### config.mk
export PLATFORM = sky130hd
export DESIGN_NAME = i2c_brg
export DESIGN_NICKNAME = d
export VERILOG_FILES = /design/src/rtl/i2c_brg_pkg.sv /design/src/rtl/brg_prescaler.sv /design/src/rtl/brg_field_sel.sv /design/src/rtl/brg_half_timer.sv /design/src/rtl/i2c_brg.sv
export SDC_FILE = /design/constraint.sdc
export NUM_CORES = 1
export LEC_CHECK = 0
export ABC_AREA = 1
export BUFFER_PORTS_ARGS = -buffer_cell sky130_fd_sc_hd__buf_2
export CORE_MARGIN = 1.5
export CORE_UTILIZATION = 66
export CTS_CLUSTER_DIAMETER = 60
export DETAILED_ROUTE_END_ITERATION = 10
export PLACE_DENSITY = 0.88
export SLEW_MARGIN = 10
export SYNTH_ARGS = -nofsm -noshare
export SYNTH_HDL_FRONTEND = slang
export SYNTH_HIERARCHICAL = 1
export SYNTH_SLANG_ARGS = --single-unit
### constraint.sdc
create_clock -name clk -period 7.16 [get_ports clk]
set_input_delay 1.432 -clock clk [delete_from_list [all_inputs] [get_ports clk]]
set_output_delay 1.432 -clock clk [all_outputs]
set_load 0.01 [all_outputs]
### src/rtl/i2c_brg_pkg.sv
package i2c_brg_pkg;
   // Count-field widths
   localparam int SMP_W  = 3;
   localparam int NSTP_W = 6;
   localparam int HSTP_W = 3;

   // Field positions inside the configuration words
   localparam int NRM_SMP_LSB = 8;
   localparam int NRM_STP_LSB = 0;
   localparam int HS_SMP_LSB  = 12;
   localparam int HS_STP_LSB  = 8;
   localparam int HS_EN_LSB   = 0;
   localparam int HS_EN_W     = 2;
   localparam logic [HS_EN_W-1:0] HS_EN_CODE = 2'b11;

   typedef struct packed {
      logic [SMP_W-1:0]  smp_m1;
      logic [NSTP_W-1:0] stp_m1;
   } brg_cnt_t;
endpackage

### src/rtl/brg_prescaler.sv
module brg_prescaler #(
   parameter int DIV = 5
) (
   input  logic clk,
   input  logic rst_n,
   input  logic run,
   output logic tick
);
   localparam int PCW = (DIV > 1) ? $clog2(DIV) : 1;

   generate
      if (DIV == 1) begin : g_bypass
         wire unused_pre = clk ^ rst_n;
         assign tick = run;
      end else begin : g_count
         logic [PCW-1:0] pc_q;
         assign tick = run && (pc_q == PCW'(DIV - 1));
         always_ff @(posedge clk) begin
            if (!rst_n || !run || tick) pc_q <= '0;
            else                        pc_q <= pc_q + PCW'(1);
         end
      end
   endgenerate
endmodule

### src/rtl/brg_field_sel.sv
module brg_field_sel
   import i2c_brg_pkg::*;
#(
   parameter int CFG_W = 16
) (
   input  logic             hs_sel,
   input  logic [CFG_W-1:0] nrm_timing,
   input  logic [CFG_W-1:0] hs_timing,
   output brg_cnt_t         nxt_cfg
);
   logic use_hs;
   wire  unused_cfg = ^{nrm_timing, hs_timing};

   assign use_hs = hs_sel && (hs_timing[HS_EN_LSB +: HS_EN_W] == HS_EN_CODE);

   always_comb begin
      if (use_hs) begin
         nxt_cfg.smp_m1 = hs_timing[HS_SMP_LSB +: SMP_W];
         nxt_cfg.stp_m1 = NSTP_W'(hs_timing[HS_STP_LSB +: HSTP_W]);
      end else begin
         nxt_cfg.smp_m1 = nrm_timing[NRM_SMP_LSB +: SMP_W];
         nxt_cfg.stp_m1 = nrm_timing[NRM_STP_LSB +: NSTP_W];
      end
   end
endmodule

### src/rtl/brg_half_timer.sv
module brg_half_timer
   import i2c_brg_pkg::*;
(
   input  logic     clk,
   input  logic     rst_n,
   input  logic     run,
   input  logic     tick,
   input  brg_cnt_t nxt_cfg,
   output logic     scl_o,
   output logic     drive_stb,
   output logic     sample_stb,
   output logic     half_end,
   output brg_cnt_t cur_cfg
);
   localparam int PW = SMP_W + NSTP_W + 2;

   brg_cnt_t          cfg_q;
   logic [SMP_W-1:0]  s_q;
   logic [NSTP_W-1:0] t_q;
   logic              scl_q, drv_q;
   logic [PW-1:0]     smp_n, stp_n, half_len, elapsed, mid;
   logic              smp_last, stp_last;

   assign smp_last = (s_q == cfg_q.smp_m1);
   assign stp_last = (t_q == cfg_q.stp_m1);
   assign half_end = tick && smp_last && stp_last;

   // Position inside the half, in ticks, for the sample mark
   assign smp_n    = PW'(cfg_q.smp_m1) + PW'(1);
   assign stp_n    = PW'(cfg_q.stp_m1) + PW'(1);
   assign half_len = smp_n * stp_n;
   assign elapsed  = PW'(t_q) * smp_n + PW'(s_q);
   assign mid      = (half_len - PW'(1)) >> 1;

   always_ff @(posedge clk) begin
      if (!rst_n) begin
         cfg_q <= '0;
         s_q   <= '0;
         t_q   <= '0;
         scl_q <= 1'b1;
         drv_q <= 1'b0;
      end else if (!run) begin
         cfg_q <= nxt_cfg;
         s_q   <= '0;
         t_q   <= '0;
         scl_q <= 1'b1;
         drv_q <= 1'b0;
      end else begin
         drv_q <= 1'b0;
         if (tick) begin
            if (smp_last) begin
               s_q <= '0;
               if (stp_last) begin
                  t_q   <= '0;
                  scl_q <= ~scl_q;
                  drv_q <= scl_q;
                  cfg_q <= nxt_cfg;
               end else begin
                  t_q <= t_q + NSTP_W'(1);
               end
            end else begin
               s_q <= s_q + SMP_W'(1);
            end
         end
      end
   end

   assign scl_o      = scl_q;
   assign drive_stb  = drv_q;
   assign sample_stb = tick && scl_q && (elapsed == mid);
   assign cur_cfg    = cfg_q;
endmodule

### src/rtl/i2c_brg.sv
module i2c_brg
   import i2c_brg_pkg::*;
#(
   parameter int PRESC_DIV = 5,
   parameter int CFG_W     = 16
) (
   input  logic             clk,
   input  logic             rst_n,
   input  logic             run,
   input  logic             hs_sel,
   input  logic [CFG_W-1:0] nrm_timing,
   input  logic [CFG_W-1:0] hs_timing,
   output logic             scl_o,
   output logic             drive_stb,
   output logic             sample_stb
);
   // Elaboration-time parameter checks
   if (PRESC_DIV < 1) begin : g_bad_div
      $error("i2c_brg: PRESC_DIV must be at least 1");
   end
   if (NRM_SMP_LSB + SMP_W > CFG_W || NRM_STP_LSB + NSTP_W > CFG_W) begin : g_bad_nrm
      $error("i2c_brg: normal fields exceed CFG_W");
   end
   if (HS_SMP_LSB + SMP_W > CFG_W || HS_STP_LSB + HSTP_W > CFG_W) begin : g_bad_hs
      $error("i2c_brg: high-speed fields exceed CFG_W");
   end
   if (HSTP_W > NSTP_W) begin : g_bad_stp
      $error("i2c_brg: high-speed step field wider than normal");
   end

   logic              tick, half_end;
   brg_cnt_t          nxt_cfg, cur_cfg;
   logic [SMP_W-1:0]  cur_smp;
   logic [NSTP_W-1:0] cur_stp;

   brg_prescaler #(.DIV(PRESC_DIV)) u_pre (
      .clk  (clk),
      .rst_n(rst_n),
      .run  (run),
      .tick (tick)
   );

   brg_field_sel #(.CFG_W(CFG_W)) u_sel (
      .hs_sel    (hs_sel),
      .nrm_timing(nrm_timing),
      .hs_timing (hs_timing),
      .nxt_cfg   (nxt_cfg)
   );

   brg_half_timer u_half (
      .clk       (clk),
      .rst_n     (rst_n),
      .run       (run),
      .tick      (tick),
      .nxt_cfg   (nxt_cfg),
      .scl_o     (scl_o),
      .drive_stb (drive_stb),
      .sample_stb(sample_stb),
      .half_end  (half_end),
      .cur_cfg   (cur_cfg)
   );

   assign cur_smp = cur_cfg.smp_m1;
   assign cur_stp = cur_cfg.stp_m1;
endmodule

==> run metrics, run 1 <==
run status=finished, final reports clean; Worst Clk Skew=0.00524 ns; Clock Tree Root=clkbuf_8; overflow left after global routing=0; commonest cells after routing, fill and taps aside=171 x nand2_1, 101 x inv_1, 61 x nor2_1; Peak VDD IR=140 uV; share of the cycle needed by the critical path after routing=86.2%; total routing usage reported by global routing=26.6%; endpoints failing hold=0; max-cap violations=0; count of vias placed by the detailed router=3296; Post-Syn Instances=559; Slew @ Worst Pin=0.510 ns; CORE AREA=0.00517 sq mm; average footprint of a synthesized cell=6.44 sq um; total of endpoints with negative setup slack in the final report=0; total power of the final layout=519 uW; number of gates given a new drive strength after cts=0; Total Neg Setup Slack=0 ns; Final WS setup=0.988 ns; data arrival at the endpoint of the critical path=4.74 ns; Final Routed Wirelength=7360 microns; Total Nets Final=684; hold_buf cts=0; top-level port count=39; area delta synth->final=4.45%; number of CTS-inserted buffers=3; count of synthesis-stage warnings from yosys=6; diode count=0; count of buffers added by post-CTS timing repair for setup=0; critical path peak fanout=15; initial cell density of the core=69.6%; H-tree depth=1; leakage component of the power=2.16 nW; count of input and output buffers=23; share of cells above drive strength 1=7.84%; CTS clk-pin slew, worst paths=0.08 ns; Die H=76.8 microns; kind of critical path=register to output pin; die outline area=0.00590 sq mm; die extent in x=76.8 microns; fillcell total=424; first-pass detailed-route iteration total=5; number of routed nets with antenna violations=0; Clock Sinks=23; unrepaired setup endpoints after global routing=false; post-placement setup slack=1.27 ns; placer's final routability congestion estimate=0.919; class of the tightest hold or removal check=register to register; setup slack of the worst register-to-register path=5.26 ns; number of pins exceeding their max-slew limit in the final report=0; clock latency at the later pin of the worst-skew pair=0.26 ns; num rows=26; required arrival time at the worst endpoint=5.73 ns; DRT iter0 DRCs=95; vias in the first global route=3049; number of antenna violations at the first check in global routing=0; first-pass GRT wire length=13100 microns; CP startpoint kind=register; pin count of the biggest net entering global routing=16; cell area after layout=0.00376 sq mm; number of standard cells in the layout, taps in and fillers out=644; most common library cell in the layout ignoring fill and taps=nand2_1; HPWL reported at the end of detailed placement=6360 microns; CTS tree=done; buffer levels on the longest clock path=2; normalized max-slew margin=65.9%; Crit. End Element=output pin; instance area after placement=0.00371 sq mm; routed wirelength normalized by instance count=11.4 microns; nets in the synthesized netlist=668; DRC Markers=0; placed cell count=640; Avg Vias per Cell=5.12; PwrDens=138 mW/mm^2; minimum clock period after layout=6.17 ns; synthesized cell area=0.00360 sq mm; FMAX=162 MHz
## sequential cells by signal, summed over array words and instances, names as in the netlist
signal	flops
u_half/drive_stb	1
u_half/s_q	3
u_half/cur_cfg	9
u_pre/g_count.pc_q	3
u_half/t_q	6
u_half/scl_o	1
## through the flow
step / utilization [%] / hold slack, ns
2_1_floorplan: - / 0.417
3_3_place_gp: 71.8 / 0.429
3_5_place_dp: 71.8 / 0.443
4_1_cts: 72.7 / 0.458
5_1_grt: 72.7 / 0.471
6_report: 72.7 / 0.454
## worst max-delay path, cell delays in order, from the launching register on
cell      delay [ns]
dfxtp_1         0.47
ha_1            0.29
or2_2           0.27
nand2_1         0.17
clkinv_1        0.29
nand2_1         0.16
ha_1            0.26
fa_1            0.53
fa_1            0.55
inv_1           0.05
ha_1            0.36
a21oi_1         0.26
o21bai_1        0.11
nor2_1          0.18
inv_1           0.06
nand2_1         0.06
nand2_1         0.04
nor2_1          0.08
nand2_1         0.06
nor2_1          0.10
buf_2           0.13
## report_power, final
part	leakage, nW	switching [mW]	internal [mW]	total [mW]
clock network	0.0255	0.0386	0.0387	0.0773
registers	0.188	0.00698	0.132	0.139
logic	1.95	0.187	0.116	0.303
total	2.16	0.233	0.287	0.519
## worst paths after layout
| kind | startpoint | endpoint | depth (start not counted) |
|---|---|---|---|
| min reg2reg | u_pre/g_count.pc_q[0]$_SDFF_PP0_ | u_pre/g_count.pc_q[0]$_SDFF_PP0_ | 1 |
| max reg2reg | u_half/cur_cfg[6]$_SDFFE_PN0P_ | u_half/cur_cfg[8]$_SDFFE_PN0P_ | 8 |
| max | u_half/cur_cfg[6]$_SDFFE_PN0P_ | sample_stb | 20 |
| min | u_pre/g_count.pc_q[0]$_SDFF_PP0_ | u_pre/g_count.pc_q[0]$_SDFF_PP0_ | 1 |
## metal layers
metal,vias to the layer above,GRT usage [%],part of all wire (%)
li1,1749,-,-
met5,-,0,0
met2,61,49.6,51
met4,0,5.37,0.79
met1,1480,33.7,46
met3,6,1.19,2.2
## final cells by class
type                       count  area [sq um]  area share (%)
multi-input combinational    414          2640            70.1
sequential                    23           460            12.3
inverter                     110           413            11.0
timing repair buffer          23           115            3.06
tap                           70          87.6            2.33
clock buffer                   3          41.3            1.10
clock inverter                 1          5.00           0.133
Note: power is estimated with default switching activity, not from simulation.
==> run 2: changes to the inputs <==
- ABC_CLOCK_PERIOD_IN_PS: not set -> 6000
- CORE_UTILIZATION: 66 -> 61
- PLACE_DENSITY: 0.88 -> 0.82
- clock period: 7.16 -> 6 ns (I/O delays scaled with it)
==> run 2 against run 1 <==
Setup slack got worse by 0.65 ns. Critical path depth decreased by 1. Largest cell class unchanged. Routed wire length increased by 0.81%. Design area increased by 0.47%.
==> run metrics, run 2 (synthesized netlist as in run 1, its figures left out) <==
Crit. End Element=output pin; class of the tightest hold or removal check=register to register; Storage cell area=460 sq um; area delta synth->final=4.94%; initial cell density of the core=64.2%; normalized max-slew margin=72.5%; Layout Utilization=67.3%; launch point of the worst reg-to-reg path=u_pre/g_count.pc_q[0]$_SDFF_PP0_; run status=finished, final reports clean; first-pass detailed-route iteration total=4; vias in the first global route=3025; number of routed nets with antenna violations=0; minimum clock period after layout=5.66 ns; worst reg2reg path depth=11; endpoints failing hold=0; PwrDens=165 mW/mm^2; count of buffers added by post-CTS timing repair for setup=0; critical path peak fanout=9; top-level port count=39; first-pass GRT wire length=12800 microns; leakage component of the power=2.17 nW; data arrival at the endpoint of the critical path=4.46 ns; Clock Sinks=23; DRC Markers=0; Crit. Startpoint=u_half/cur_cfg[7]$_SDFFE_PN0P_; number of standard cells in the layout, taps in and fillers out=647; count of vias placed by the detailed router=3325; number of CTS-inserted buffers=3; overflow left after global routing=0; placed cell count=643; Avg Vias per Cell=5.14; fillcell total=501; endpoint of the most critical register-to-register path=u_half/cur_cfg[2]$_SDFFE_PN0P_; CP startpoint kind=register; die extent in x=79.8 microns; CORE AREA=0.00561 sq mm; Total Nets Final=685; share of cells above drive strength 1=8.35%; area of combinational cells with multiple inputs=0.00264 sq mm; clock latency at the later pin of the worst-skew pair=0.26 ns; diode count=0; Clock Tree Root=clkbuf_8; max-cap violations=0; Final Routed Wirelength=7420 microns; max FFs per register=9; FMAX=177 MHz; Final WS setup=0.342 ns; most common library cell in the layout ignoring fill and taps=nand2_1; HPWL reported at the end of detailed placement=6280 microns; Worst Clk Skew=0.00683 ns; required arrival time at the worst endpoint=4.80 ns; CTS clk-pin slew, worst paths=0.08 ns; setup slack of the worst register-to-register path=4.16 ns; die outline area=0.00637 sq mm; DRT iter0 DRCs=104; post-placement setup slack=0.605 ns; Total Neg Setup Slack=0 ns; buffer levels on the longest clock path=2; routed wirelength normalized by instance count=11.5 microns; unrepaired setup endpoints after global routing=false; Die H=79.8 microns; total routing usage reported by global routing=24.8%; total of endpoints with negative setup slack in the final report=0; CTS tree=done; Peak VDD IR=188 uV; placer's final routability congestion estimate=0.881; Slew @ Worst Pin=0.412 ns; kind of critical path=register to output pin; share of the cycle needed by the critical path after routing=94.3%; num rows=27; instance area after placement=0.00372 sq mm; critical path endpoint=sample_stb; cell area after layout=0.00378 sq mm; number of pins exceeding their max-slew limit in the final report=0; commonest cells after routing, fill and taps aside=171 x nand2_1, 101 x inv_1, 61 x nor2_1; total power of the final layout=624 uW; worst hold slack across all endpoints=0.455 ns; number of antenna violations at the first check in global routing=0; H-tree depth=1; pin count of the biggest net entering global routing=15; count of input and output buffers=23
[run 2: repair_timing]
item	CTS	global route
setup endpoints to repair	0	1
resized for setup	0	2
hold endpoints to repair	0	0
hold buffers	0	0
[run 2: how the worst min path moves through the flow]
stage	from	endpoint	slack [ns]	depth (start not counted)
floorplan	u_pre/g_count.pc_q[0]$_SDFF_PP0_	u_pre/g_count.pc_q[0]$_SDFF_PP0_	0.42	1
global placement	u_pre/g_count.pc_q[0]$_SDFF_PP0_	u_pre/g_count.pc_q[0]$_SDFF_PP0_	0.43	1
detailed placement	u_pre/g_count.pc_q[0]$_SDFF_PP0_	u_pre/g_count.pc_q[0]$_SDFF_PP0_	0.45	1
CTS	u_pre/g_count.pc_q[0]$_SDFF_PP0_	u_pre/g_count.pc_q[0]$_SDFF_PP0_	0.46	1
global route	u_pre/g_count.pc_q[0]$_SDFF_PP0_	u_pre/g_count.pc_q[0]$_SDFF_PP0_	0.47	1
finish	u_pre/g_count.pc_q[0]$_SDFF_PP0_	u_pre/g_count.pc_q[0]$_SDFF_PP0_	0.46	1
[run 2: report_power, final]
part	switching, mW	internal [mW]	total (mW)
combinational	0.227	0.140	0.366
sequential	0.00688	0.158	0.164
clock	0.0472	0.0463	0.0934
[run 2: area by class of cell]
| type | count | share of cell area [%] |
|---|---|---|
| clock buffers | 3 | 1.09 |
| clock inverters | 1 | 0.133 |
| inverters | 110 | 11.0 |
| multi-input cells | 414 | 69.9 |
| flip-flops and latches | 23 | 12.2 |
| well taps | 72 | 2.39 |
| repair buffers | 24 | 3.25 |
[run 2: metal layers]
metal / part of all wire [%] / up-vias / track usage (%)
met5: 0 / - / 0
met2: 48 / 75 / 44.8
met3: 2.8 / 17 / 1.37
met4: 2.6 / 0 / 8.79
li1: - / 1748 / -
met1: 46 / 1485 / 31.0
[run 2: worst max-delay path: stages (launching register included)]
cell and delay (ns):
dfxtp_1 0.35, ha_1 0.20, or2_2 0.27, nand2_1 0.20, clkinvlp_4 0.25, nand2_1 0.12, ha_1 0.24, fa_1 0.53
inv_1 0.05, fa_1 0.50, ha_1 0.40, a21o_1 0.22, a21boi_0 0.24, nand3b_1 0.14, nand2_1 0.08, nand2_1 0.04
nand2_1 0.08, nand2_1 0.05, nor2_1 0.10, buf_2 0.13
